$ cat config.mk
export PLATFORM = sky130hd
export DESIGN_NAME = tlb_split
export DESIGN_NICKNAME = d
export VERILOG_FILES = /design/src/rtl/tlb_split_pkg.sv /design/src/rtl/tlb_split_ctrl.sv /design/src/rtl/tlb_split_dpath.sv /design/src/rtl/tlb_split.sv
export SDC_FILE = /design/constraint.sdc
export NUM_CORES = 2
export LEC_CHECK = 0
export BUFFER_PORTS_ARGS = -buffer_cell sky130_fd_sc_hd__buf_2
export CAP_MARGIN = 20
export CORE_UTILIZATION = 57
export CTS_BUF_LIST = sky130_fd_sc_hd__clkbuf_4 sky130_fd_sc_hd__clkbuf_8 sky130_fd_sc_hd__clkbuf_16
export CTS_CLUSTER_DIAMETER = 30
export DETAILED_ROUTE_END_ITERATION = 8
export PLACE_DENSITY = 0.73
export REMOVE_ABC_BUFFERS = 1
export SYNTH_ARGS = -nofsm -noshare
export SYNTH_HDL_FRONTEND = slang
export SYNTH_HIERARCHICAL = 1
export SYNTH_SLANG_ARGS = --single-unit
$ cat constraint.sdc
create_clock -name clk -period 8.05 [get_ports clk]
set_input_delay 1.61 -clock clk [delete_from_list [all_inputs] [get_ports clk]]
set_output_delay 1.61 -clock clk [all_outputs]
set_load 0.005 [all_outputs]
$ cat src/rtl/tlb_split_pkg.sv
package tlb_split_pkg;
  localparam int unsigned NUM_KINDS = 3;

  typedef enum logic [1:0] {
    KIND_FETCH = 2'd0,
    KIND_LOAD  = 2'd1,
    KIND_STORE = 2'd2
  } accKind_e;

  typedef struct packed {
    logic       flushAll;
    logic       writeOffs;
    logic [2:0] setTag;
    logic [2:0] dropTag;
  } tagCmd_t;

  function automatic logic [2:0] kindSel(input logic [1:0] kind);
    case (kind)
      2'd0:    kindSel = 3'b001;
      2'd2:    kindSel = 3'b100;
      default: kindSel = 3'b010;
    endcase
  endfunction
endpackage

$ cat src/rtl/tlb_split_ctrl.sv
module tlb_split_ctrl
  import tlb_split_pkg::*;
(
  input  logic       flush,
  input  logic       rfValid,
  input  logic [1:0] rfKind,
  input  logic [2:0] rfMatch,
  input  logic [1:0] lkKind,
  output tagCmd_t    cmd,
  output logic [2:0] lkSel
);
  logic       refillGo;
  logic [2:0] rfSel;

  always_comb begin
    refillGo      = rfValid & ~flush;
    rfSel         = kindSel(rfKind);
    cmd.flushAll  = flush;
    cmd.writeOffs = refillGo;
    cmd.setTag    = refillGo ? rfSel : 3'b000;
    cmd.dropTag   = refillGo ? (~rfSel & ~rfMatch) : 3'b000;
    lkSel         = kindSel(lkKind);
  end
endmodule

$ cat src/rtl/tlb_split_dpath.sv
module tlb_split_dpath
  import tlb_split_pkg::*;
#(
  parameter int unsigned VA_W     = 32,
  parameter int unsigned ENTRIES  = 16,
  parameter int unsigned PG_SHIFT = 12
) (
  input  logic            clk,
  input  logic            rstN,
  input  tagCmd_t         cmd,
  input  logic [VA_W-1:0] rfVaddr,
  input  logic [VA_W-1:0] rfPaddr,
  output logic [2:0]      rfMatch,
  input  logic            lkValid,
  input  logic [2:0]      lkSel,
  input  logic [VA_W-1:0] lkVaddr,
  output logic            rspValid,
  output logic            rspHit,
  output logic [VA_W-1:0] rspPaddr
);
  localparam int unsigned VPN_W = VA_W - PG_SHIFT;
  localparam int unsigned IDX_W = $clog2(ENTRIES);

  logic [VPN_W-1:0] rfVpn;
  logic [IDX_W-1:0] rfIdx;
  logic [VA_W-1:0]  rspVa;
  logic [2:0]       rspSel;
  logic [VPN_W-1:0] rspVpn;
  logic [IDX_W-1:0] rspIdx;
  logic [2:0]       hitVec;
  logic [VA_W-1:0]  offsMem [ENTRIES];

  assign rfVpn  = rfVaddr[VA_W-1:PG_SHIFT];
  assign rfIdx  = rfVpn[IDX_W-1:0];
  assign rspVpn = rspVa[VA_W-1:PG_SHIFT];
  assign rspIdx = rspVpn[IDX_W-1:0];

  for (genvar k = 0; k < NUM_KINDS; k++) begin : gKind
    logic [ENTRIES-1:0] vldBits;
    logic [VPN_W-1:0]   tagMem [ENTRIES];

    always_ff @(posedge clk or negedge rstN) begin
      if (!rstN) begin
        vldBits <= '0;
        for (int e = 0; e < ENTRIES; e++) tagMem[e] <= '1;
      end else if (cmd.flushAll) begin
        vldBits <= '0;
        for (int e = 0; e < ENTRIES; e++) tagMem[e] <= '1;
      end else if (cmd.setTag[k]) begin
        vldBits[rfIdx] <= 1'b1;
        tagMem[rfIdx]  <= rfVpn;
      end else if (cmd.dropTag[k]) begin
        vldBits[rfIdx] <= 1'b0;
        tagMem[rfIdx]  <= '1;
      end
    end

    assign rfMatch[k] = vldBits[rfIdx] && (tagMem[rfIdx] == rfVpn);
    assign hitVec[k]  = vldBits[rspIdx] && (tagMem[rspIdx] == rspVpn);
  end

  always_ff @(posedge clk or negedge rstN) begin
    if (!rstN) begin
      for (int e = 0; e < ENTRIES; e++) offsMem[e] <= '0;
    end else if (cmd.writeOffs) begin
      offsMem[rfIdx] <= rfPaddr - rfVaddr;
    end
  end

  always_ff @(posedge clk or negedge rstN) begin
    if (!rstN) begin
      rspValid <= 1'b0;
      rspVa    <= '0;
      rspSel   <= '0;
    end else begin
      rspValid <= lkValid;
      if (lkValid) begin
        rspVa  <= lkVaddr;
        rspSel <= lkSel;
      end
    end
  end

  assign rspHit   = rspValid && |(rspSel & hitVec);
  assign rspPaddr = rspHit ? (rspVa + offsMem[rspIdx]) : '0;
endmodule

$ cat src/rtl/tlb_split.sv
module tlb_split
  import tlb_split_pkg::*;
#(
  parameter int unsigned VA_W     = 32,
  parameter int unsigned ENTRIES  = 16,
  parameter int unsigned PG_SHIFT = 12
) (
  input  logic            clk,
  input  logic            rstN,
  input  logic            flush,
  input  logic            lkValid,
  input  logic [1:0]      lkKind,
  input  logic [VA_W-1:0] lkVaddr,
  input  logic            rfValid,
  input  logic [1:0]      rfKind,
  input  logic [VA_W-1:0] rfVaddr,
  input  logic [VA_W-1:0] rfPaddr,
  output logic            rspValid,
  output logic            rspHit,
  output logic [VA_W-1:0] rspPaddr
);
  tagCmd_t    cmd;
  logic [2:0] rfMatch;
  logic [2:0] lkSel;

  tlb_split_ctrl uCtrl (
    .flush(flush), .rfValid(rfValid), .rfKind(rfKind), .rfMatch(rfMatch),
    .lkKind(lkKind), .cmd(cmd), .lkSel(lkSel)
  );

  tlb_split_dpath #(.VA_W(VA_W), .ENTRIES(ENTRIES), .PG_SHIFT(PG_SHIFT)) uDpath (
    .clk(clk), .rstN(rstN), .cmd(cmd), .rfVaddr(rfVaddr), .rfPaddr(rfPaddr),
    .rfMatch(rfMatch), .lkValid(lkValid), .lkSel(lkSel), .lkVaddr(lkVaddr),
    .rspValid(rspValid), .rspHit(rspHit), .rspPaddr(rspPaddr)
  );
endmodule

==> reports/summary.txt <==
Post-DRT Antenna Nets - 0
syn_area_per_cell - 12.0 sq um
Buffers & Inverters on Critical Path - 4
Setup crit end kind - primary output
Post-CTS Setup Bufs - 0
nets - 7098
first-pass GRT wire length - 432000 um
I/O pin cnt - 139
die span in x - 383 um
WP data required - 6.44 ns
Tmin final - 7.82 ns
pwr/cell area - 279 nW/um^2
Post-Place Cells - 8457
worst hold path type - reg2reg
Final WS setup - 0.233 ns
GRT overflow - 0
dpl ws - 1.11 ns
port bufs - 138
final hold violation count - 0
Worst Reg-to-Reg Cells - 12
Most common cell on crit path - buf_4
Post-CTS Resized - 0
worst-case clock skew - 0.0459 ns
H-tree levels - 5
die footprint - 146000 sq um
hold_sp - uDpath/offsMem[424]
clk slew on worst S/H paths - 0.05 ns
post-synth cell types - 78
failing checks - DRC
P_leak - 0.0367 uW
Vias - 65709
kind of critical path - reg2out
Hold EP - uDpath/offsMem[424]
CTS buffer count - 347
status - finished, violations left
top cell type by total area after synthesis - dfstp_2
overall power - 27300 uW
ys async rst share - 100%
Worst slew margin - 13.2%
area grow syn2layout - 18.2%
vias per cell - 7.21
pin count of the biggest net entering global routing - 180
RSZ-0062 raised after global routing - no
Synth top area share - 30.5%
effective utilization at floorplan - 57.5%
RR Endpoint - uDpath/gKind[1].tagMem[120]
Final Non-Filler Cells - 9112
Die Ht - 383 um
antenna violations before repair - 15
layout cells sized above 1 - 39.3%
Max Slew Vio Count - 0
Crit path max-delay family - compound AO/OA/AOI/OAI gates
wire per inst - 31.9 um
synth top area cells - dfstp_2, mux4_2, dfrtp_1
DP HPWL - 168000 um
Skew-Pair Late Insertion Delay - 0.91 ns
DRT Wirelength - 291000 um
Post-synth EDFFs - 0
max incr delay on CP - 1.02 ns
CP Cell Sequence - buf_4 > mux4_2 > mux2i_1 > xnor2_1 > a211oi_1 > a21oi_1 > nor4_1 > buf_4 > a22oi_1 > o41a_4 > clkinv_2 > and3_1 > buf_2
Final Core Density - 68.0%
Hold-fix buffers, CTS - 0
# clock sinks - 1556
Warnings, synthesis - 6
Seq/Total Area, Yosys - 48.6%
worst vdd ir - 198 uV
final setup vio count - 0
Std-Cell Rows - 139
Reg-to-Reg Start - uDpath/gKind[1].tagMem[19]
final critical-path share of the clock period - 97.1%
master of the slowest instance on the critical path - dfrtp_4
hold slack final - 0.472 ns
Synth Flop Type - dfstp_2
vias in the first global route - 66510
f_max - 0.128 GHz
total track usage - 39.9%
CP Max Fanout - 33
nature of the critical path startpoint - flip-flop
Arr. time, crit path - 6.21 ns
core footprint - 144000 sq um
area of the mapped netlist - 82600 sq um
Pre-antenna DRT Iters - 8
hold depth - 2
worst-margin pin slew - 1.30 ns
number of synthesized register bits - 1556
Cells after Synth - 6905
Root Driver - clkbuf_16
DRC errors left - 102
RePlAce Congestion - 0.961
CTS Buffer Depth - 4
initial drt markers - 8894
r2r setup slk - 3.07 ns
TritonCTS clock tree - done
max-capacitance violation count - 0
CP Depth - 13
[cells by family after synthesis]
| family | Yosys count | synth area share [%] |
|---|---|---|
| AOI/OAI and AO/OA | 1906 | 15.6 |
| xor gates and xnor gates | 166 | 1.76 |
| adders and majority gates | 64 | 0.988 |
| buffers and inverters | 779 | 3.78 |
| DFF | 1556 | 48.6 |
| muxes | 794 | 19.9 |
| and+or+nand+nor | 1640 | 9.40 |
[cells in the mapped netlist (all sizes together) (39+ instances only)]
library cell and number:
ha 62, clkbuf 555, mux4 675, buf 154
o21a 82, nand2b 313, nand2 749, o21ai 577
a21oi 171, o211ai 61, inv 63, o22a 493
mux2i 70, mux2 49, xor2 46, o22ai 274
nor2 228, nand3 59, o21bai 61, xnor2 120
nor3 44, dfstp 960, or2 67, dfrtp 596
o311ai 39
[placed cells by master, fill, tap and decap left out, types with 33 or more instances in the layout]
cell / instances
nor2_1: 216
o21ai_0: 575
buf_2: 133
clkinvlp_4: 40
o311ai_0: 38
a21oi_1: 169
o21bai_1: 42
o211ai_1: 61
clkbuf_16: 353
mux2i_1: 70
o22ai_1: 274
mux4_2: 675
nand3_1: 59
ha_1: 62
o22a_1: 493
nand2_1: 732
buf_4: 205
nand2b_1: 312
inv_1: 59
nor3_1: 33
xnor2_1: 120
or2_2: 67
dfstp_2: 960
xor2_1: 46
o21a_1: 82
bufinv_16: 49
clkinv_2: 49
dfrtp_1: 592
mux2_2: 49
[worst reg2reg max path: stages, from the launching register on]
cell and delay (ns):
dfstp_2 0.37, mux4_2 0.50, mux4_2 0.53, xor2_1 0.18, nor4_1 0.80, nand3_1 0.22
nor3_1 0.33, nor3_2 0.08, buf_4 0.23, nor2_2 0.54, buf_4 0.32, o21bai_4 0.34
or2_2 0.45
[stage by stage]
step           setup TNS [ns]  area [sq um]
5_1_grt                     0         97600
6_report                    0         97700
4_1_cts                     0         97300
2_1_floorplan         -465.28         79700
3_3_place_gp                0         85100
3_5_place_dp                0         85200
[report_power, final]
group          total, uW  switching (uW)  internal [uW]
clock              14600            4640           9980
combinational       3620            2190           1430
sequential          9030             462           8570
[cell type report]
cell class                      count  area [sq um]
Fill cell                        9912         46000
Sequential cell                  1556         40200
Multi-Input combinational cell   4570         39600
Clock buffer                      417          9510
Timing Repair Buffer              384          3140
Clock inverter                    197          2560
Tap cell                         1903          2380
Inverter                           70           272
Antenna cell                       15          37.5
[per-layer routing]
metal | share of wire, % | global-route usage, % | wire (um)
met4 | 8.0 | 27.8 | 23300
met2 | 44 | 57.3 | 127000
met3 | 14 | 15.5 | 39700
met1 | 35 | 49.5 | 101000
met5 | 0.099 | 0.794 | 288
[state kept, by name (all words and copies together), names as in the netlist]
signal	flops
uDpath/rspValid	1
uDpath/gKind.tagMem	960
uDpath/rspSel	3
uDpath/rspVa	32
uDpath/offsMem	512
uDpath/gKind.vldBits	48
[how the worst max path moves through the flow]
stage,to,from
after detailed placement,rspPaddr[31],uDpath/rspVa[12]
after global routing,rspPaddr[24],uDpath/rspVa[12]
after floorplan,rspPaddr[31],uDpath/rspVa[12]
after global placement,rspPaddr[24],uDpath/rspVa[12]
after CTS,rspPaddr[31],uDpath/rspVa[12]
final,rspPaddr[13],uDpath/rspVa[14]
(Power assumes the default switching activity.)
